File: src/rtl/bridge_cmd_gate.sv
module bridge_cmd_gate #(
  parameter int ADDR_W = 32,
  parameter int BE_W   = 4,
  parameter int CPL_W  = 32,
  parameter logic [ADDR_W-1:0] REDIRECT_ADDR = ADDR_W'(20'hC0000)
) (
  input  logic              clk,
  input  logic              rst_n,
  input  logic              cfg_wr_en,
  input  logic [15:0]       cfg_wr_data,
  output logic [15:0]       cfg_rd_data,
  input  logic              dev_err_report_en,
  input  logic              up_valid,
  output logic              up_ready,
  input  logic              up_write,
  input  logic              up_io,
  input  logic [ADDR_W-1:0] up_addr,
  input  logic [BE_W-1:0]   up_be,
  output logic              dn_valid,
  input  logic              dn_ready,
  output logic              dn_write,
  output logic              dn_io,
  output logic [ADDR_W-1:0] dn_addr,
  output logic [BE_W-1:0]   dn_be,
  output logic              dn_ur,
  input  logic              cpl_in_valid,
  input  logic [CPL_W-1:0]  cpl_in_data,
  output logic              cpl_out_valid,
  output logic [CPL_W-1:0]  cpl_out_data,
  output logic              mem_win_en,
  output logic              pref_win_en,
  output logic              io_win_en,
  input  logic              err_primary,
  input  logic              perr_detect,
  input  logic              perr_clr,
  output logic              serr_msg,
  output logic              perr_status
);

  localparam int B_SERR = 8;
  localparam int B_PERR = 6;
  localparam int B_BME  = 2;
  localparam int B_MEM  = 1;
  localparam int B_IO   = 0;
  localparam logic [15:0] RW_MASK = 16'((1 << B_SERR) | (1 << B_PERR) |
                                        (1 << B_BME) | (1 << B_MEM) | (1 << B_IO));

  logic [15:0] cmd_q;
  logic        bme, perre, serre;

  always_ff @(posedge clk) begin
    if (!rst_n) cmd_q <= '0;
    else if (cfg_wr_en) cmd_q <= cfg_wr_data & RW_MASK;
  end

  assign cfg_rd_data = cmd_q;
  assign bme   = cmd_q[B_BME];
  assign perre = cmd_q[B_PERR];
  assign serre = cmd_q[B_SERR];

  assign mem_win_en  = cmd_q[B_MEM];
  assign pref_win_en = cmd_q[B_MEM];
  assign io_win_en   = cmd_q[B_IO];

  // Upstream gate: closed gate redirects rather than drops
  assign dn_valid = up_valid;
  assign up_ready = dn_ready;
  assign dn_write = up_write;
  assign dn_io    = bme & up_io;
  assign dn_addr  = bme ? up_addr : REDIRECT_ADDR;
  assign dn_be    = (bme || !up_write) ? up_be : '0;
  assign dn_ur    = !bme && !up_write;

  assign cpl_out_valid = cpl_in_valid;
  assign cpl_out_data  = cpl_in_data;

  always_ff @(posedge clk) begin
    if (!rst_n) begin
      serr_msg    <= 1'b0;
      perr_status <= 1'b0;
    end else begin
      serr_msg <= err_primary && (serre || dev_err_report_en);
      if (perr_detect && perre) perr_status <= 1'b1;
      else if (perr_clr)        perr_status <= 1'b0;
    end
  end

  a_r2_reserved_zero: assert property (@(posedge clk) disable iff (!rst_n)
    (cfg_rd_data & ~RW_MASK) == 16'h0);

  a_r4_write_redirect: assert property (@(posedge clk) disable iff (!rst_n)
    (dn_valid && !cfg_rd_data[B_BME] && up_write) |->
      (dn_addr == REDIRECT_ADDR && dn_be == '0 && !dn_io && !dn_ur));

  a_r5_read_unsupported: assert property (@(posedge clk) disable iff (!rst_n)
    (dn_valid && !cfg_rd_data[B_BME] && !up_write) |-> (dn_ur && dn_be == up_be));

  a_r3_open_passthrough: assert property (@(posedge clk) disable iff (!rst_n)
    (dn_valid && cfg_rd_data[B_BME]) |-> (dn_addr == up_addr && !dn_ur));

  a_r8_perr_gated: assert property (@(posedge clk) disable iff (!rst_n)
    $rose(perr_status) |-> ($past(perre) && $past(perr_detect)));

  a_r9_serr_cause: assert property (@(posedge clk) disable iff (!rst_n)
    serr_msg |-> $past(err_primary));

  a_r10_handshake: assert property (@(posedge clk) disable iff (!rst_n)
    (up_ready == dn_ready) && (dn_valid == up_valid));

endmodule

File: config.mk
export PLATFORM = sky130hd
export DESIGN_NAME = bridge_cmd_gate
export DESIGN_NICKNAME = d
export VERILOG_FILES = /design/src/rtl/bridge_cmd_gate.sv
export SDC_FILE = /design/constraint.sdc
export NUM_CORES = 1
export LEC_CHECK = 0
export ABC_AREA = 1
export BUFFER_PORTS_ARGS = -buffer_cell sky130_fd_sc_hd__buf_4
export CELL_PAD_IN_SITES_DETAIL_PLACEMENT = 0
export CELL_PAD_IN_SITES_GLOBAL_PLACEMENT = 1
export CORE_MARGIN = 2
export CORE_UTILIZATION = 14
export CTS_CLUSTER_DIAMETER = 100
export DETAILED_ROUTE_END_ITERATION = 12
export GPL_ROUTABILITY_DRIVEN = 0
export PLACE_DENSITY = 0.9
export SLEW_MARGIN = 5
export SYNTH_ARGS = -nofsm -noshare
export SYNTH_HDL_FRONTEND = slang
export SYNTH_SLANG_ARGS = --single-unit
File: constraint.sdc
create_clock -name clk -period 1.7 [get_ports clk]
set_clock_uncertainty 0.2 [all_clocks]
set_input_delay 0.17 -clock clk [delete_from_list [all_inputs] [get_ports clk]]
set_output_delay 0.17 -clock clk [all_outputs]
set_load 0.02 [all_outputs]
---- Word level (Yosys, flattened, before mapping) ----
Index checks and enable logic that the tools add are counted.
storage, ports and cells
  bits in registers ....................... 7
  output and inout port bits .............. 95
  bits of input ports ..................... 96
  word-level logic and storage cells ...... 16
cells by class
  bitwise logic cells ..................... 1
  multiplexer cells ....................... 4
  reduce and logical (&&, ||, !) cells .... 8
operator list
  kind               number
  $mux 32            1
  $mux 4             1
  $logic_and 1x1->1  3
  $logic_not 1->1    2
  $logic_or 1x1->1   2
  $mux 1             2
  $reduce_bool 2->1  1
  $and 1x1->1        1

---- Logic depth before layout (Yosys ltp) ----
  depth in word-level cells ............... 3
  gate-level depth with buffers ........... 4
  gate-level depth less buffers ........... 3

---- Worst setup path after synthesis ----
OpenSTA, ideal clock, no wires.
  path type ............................... register to output
  from .................................... register cmd_q[2] (netlist: cfg_rd_data[2])
  to ...................................... output dn_be[0]
  stages on the path, launching flop included .. 4
  required time ........................... 1330 ps
  path buffers ............................ 1
  path slack .............................. 190 ps
  data arrival time ....................... 1140 ps
  path through ............................ dfxtp_1 -> buf_6 -> inv_2 -> a21boi_0
on the way
  cells in the longest elaborated chain, start to end .. 2
RTL lines
  element                 RTL line  RTL
  from (decl)             48        logic [15:0] cmd_q;
  from (signal assigned)  53        else if (cfg_wr_en) cmd_q <= cfg_wr_data & RW_MASK;
  $logic_or 1x1->1        71        assign dn_be = (bme || !up_write) ? up_be : '0;
  $mux 4                  71
  to (decl)               24        output logic [BE_W-1:0] dn_be,
No other way between the ends.

---- Worst setup path after layout ----
  from .................................... register cmd_q[2] (netlist: cfg_rd_data[2])
  to ...................................... output dn_addr[9]
on the way
  cells in the longest elaborated chain, start to end .. 1
RTL lines
  element    RTL line  RTL
  $mux 32    70        assign dn_addr = bme ? up_addr : REDIRECT_ADDR;
  to (decl)  23        output logic [ADDR_W-1:0] dn_addr,
No other way between the ends.

==> impl_metrics.ini <==
[floorplan]
coreArea_mm2 = 0.006422
die_h_um = 86.04
num_io_pins = 191
die_w_um = 86.04
start_util = 0.1467
std_cell_rows = 29
die-area_mm2 = 0.007402

[critical_path]
crit_path_max_incr_delay_ps = 430
path_cells = buf_4 -> nand2_1 -> inv_1 -> buf_4
cp-end-kind = output port
required_ps = 1330
critPathLaunchType = flop
path_common_cell = buf_4
worst-setup-path-type = flop to output port
cp.arrival_ps = 1180
path_max_fanout = 17
cp_slowest_cell = dfxtp_1

[placement]
dp_hpwl_um = 2131
port_buffers = 98
pre_cts_slack_ps = 334.4
dp.cells = 288

[grt]
antenna_found_initial = 0
grt_start_max_net_pins = 18
grt_use_total = 0.06158
grt_pass1_vias = 852
globalRouteOverflowTotal = 0
grt_pass1_wl_um = 3760

[power]
netSwitchingPower_uw = 257.9
clkPwrFrac = 0.294
p_per_area_mw_per_mm2 = 508.0
switching_share = 0.3337
p_int_uw = 515.0
ir_drop_mv = 0.4971
p_seq_frac = 0.239
p_leak_uw = 0.001033
pwr-share-comb = 0.467

[drt]
drt.antenna.violating_nets = 0
first_iter_violations = 13
firstDrtPassIters = 4
detail_route.wl_per_cell_um = 8.732
via_count = 987
viasPerCell = 3.301
routed_wl_um = 2611
drc_errors = 0

[cts]
ctsHtreeMaxLevel = 1
numCtsBuffers = 3
clkLatencyLatePin_ps = 220
clk_pin_slew_ps = 40
cts_tree = built
cts_resized = 0
cts-root-buf = clkbuf_8
clk_path_buf_depth = 2
cts.sinks = 7

[yosys]
synth-async-reset-ratio = 0
mappedNetlistArea_um2 = 942.2
synth_ff_type = dfxtp_1
ys_types = 12
yosys_warnings = 0
yosys.area.top_type = buf_4
synth_area_per_cell_um2 = 6.078
synth.top_cell.area_share = 0.3984
synth_area_leaders = buf_4 40%, dfxtp_1 15%, inv_1 14%
synth-edff-count = 0
syn_inst = 155
synth.most_common_cell = buf_4
yosysSeqAreaShare = 0.1487
synth_common_cells = 50 x buf_4, 34 x inv_1, 33 x nand2_1, 12 x nor2_1, 7 x dfxtp_1
ys_ff_latch = 7

[finish]
instances_no_fill = 299
syn2layout_area_growth_pct = 61.49
nNetsFinal = 319
antenna_cells = 0
drive_gt1_frac = 0.4685

[timing]
fin_crit_ps = 1548
setup_viol = 0
timing.final.crit_share = 0.9107
fin_ws_ps = 151.8
rsz0062_at_grt = false
tns_ps = 0
finalHoldViolCount = 0
fmax_ghz = 0.6459
slew_violations = 0

[flow_run]
cap_violations = 0

[outcome]
status = finished clean

[min_path]
hold_class = input port to flop
==> routing by layer <==
layer / up-vias / global-route usage / part of all wire
met2: 68 / 0.1219 / 0.55
met4: 0 / 0.01587 / 0.0054
li1: 508 / - / -
met5: - / 0 / 0
met1: 409 / 0.05805 / 0.33
met3: 2 / 0.02406 / 0.12
==> power by group through the flow <==
stage / logic, uW / registers, uW / clock network, uW
CTS: 366 / 185 / 236
finish: 361 / 185 / 228
global placement: 346 / 187 / 0
detailed placement: 350 / 187 / 0
global route: 389 / 186 / 252
floorplan: 304 / 197 / 0
==> critical path: cells and delay by family, from the launching register on <==
| family | cells | cell delay (ps) |
|---|---|---|
| flip-flops | 1 | 430 |
| AND/OR/NAND/NOR | 1 | 80 |
| buffers and inverters | 3 | 440 |
==> final timing paths <==
kind | slack [ps] | endpoint | cells past startpoint | startpoint
hold reg to reg | 250 | perr_status | 2 | perr_status
hold / removal | 2 | serr_msg | 3 | err_primary
setup reg to reg | 580 | cfg_rd_data[2] | 3 | cfg_rd_data[2]
setup / recovery | 150 | dn_addr[9] | 4 | cfg_rd_data[2]
==> registers in the layout (all words and copies together), names as in the netlist <==
signal / cells
perr_status: 1
serr_msg: 1
cfg_rd_data: 5
==> cell usage in the layout (no fill, tap or decap) <==
master / count
buf_4: 100
inv_1: 34
nand2_1: 33
nor2_1: 12
conb_1: 11
dfxtp_1: 7
dlygate4sd3_1: 7
o21ai_0: 6
a21boi_0: 4
clkbuf_8: 3
or2_1: 2
inv_2: 1
a21oi_1: 1
clkbuf_1: 1
==> stage by stage <==
stage | utilization | cell area, um2 | power (uW) | hold slack [ps]
after floorplan | - | 979.7 | 501.5 | 101.5
final | 0.2369 | 1521 | 772.9 | 1.844
after detailed placement | 0.2190 | 1406 | 537.5 | 140.1
after CTS | 0.2385 | 1531 | 786.4 | 6.212
after global routing | 0.2369 | 1521 | 827.7 | 26.72
after global placement | 0.2190 | 1406 | 532.9 | 140.1
==> what timing repair did <==
| action | 4_1_cts | 5_1_grt |
|---|---|---|
| buffers inserted | 0 | 0 |
| hold buffers | 8 | 0 |
| hold endpoints to repair | 7 | 0 |
| setup endpoints to repair | 0 | 1 |
==> cells by family (layout without fill, tap and decap cells) <==
| family | Yosys count | after routing | share of synthesized area |
|---|---|---|---|
| and+or+nand+nor | 47 | 47 | 0.1926 |
| DFF | 7 | 7 | 0.1487 |
| other | 1 | 11 | 0.003980 |
| buffers and inverters | 89 | 146 | 0.5856 |
| AOI/OAI and AO/OA | 11 | 11 | 0.06905 |
==> area by class of cell <==
cell class | count | area (um2)
Clock buffer | 4 | 45.04
Fill cell | 715 | 4901
Inverter | 35 | 131.4
Multi-Input combinational cell | 69 | 287.8
Sequential cell | 7 | 140.1
Tap cell | 77 | 96.34
Timing Repair Buffer | 107 | 820.8
No activity file was read; power rests on OpenSTA's default activity.
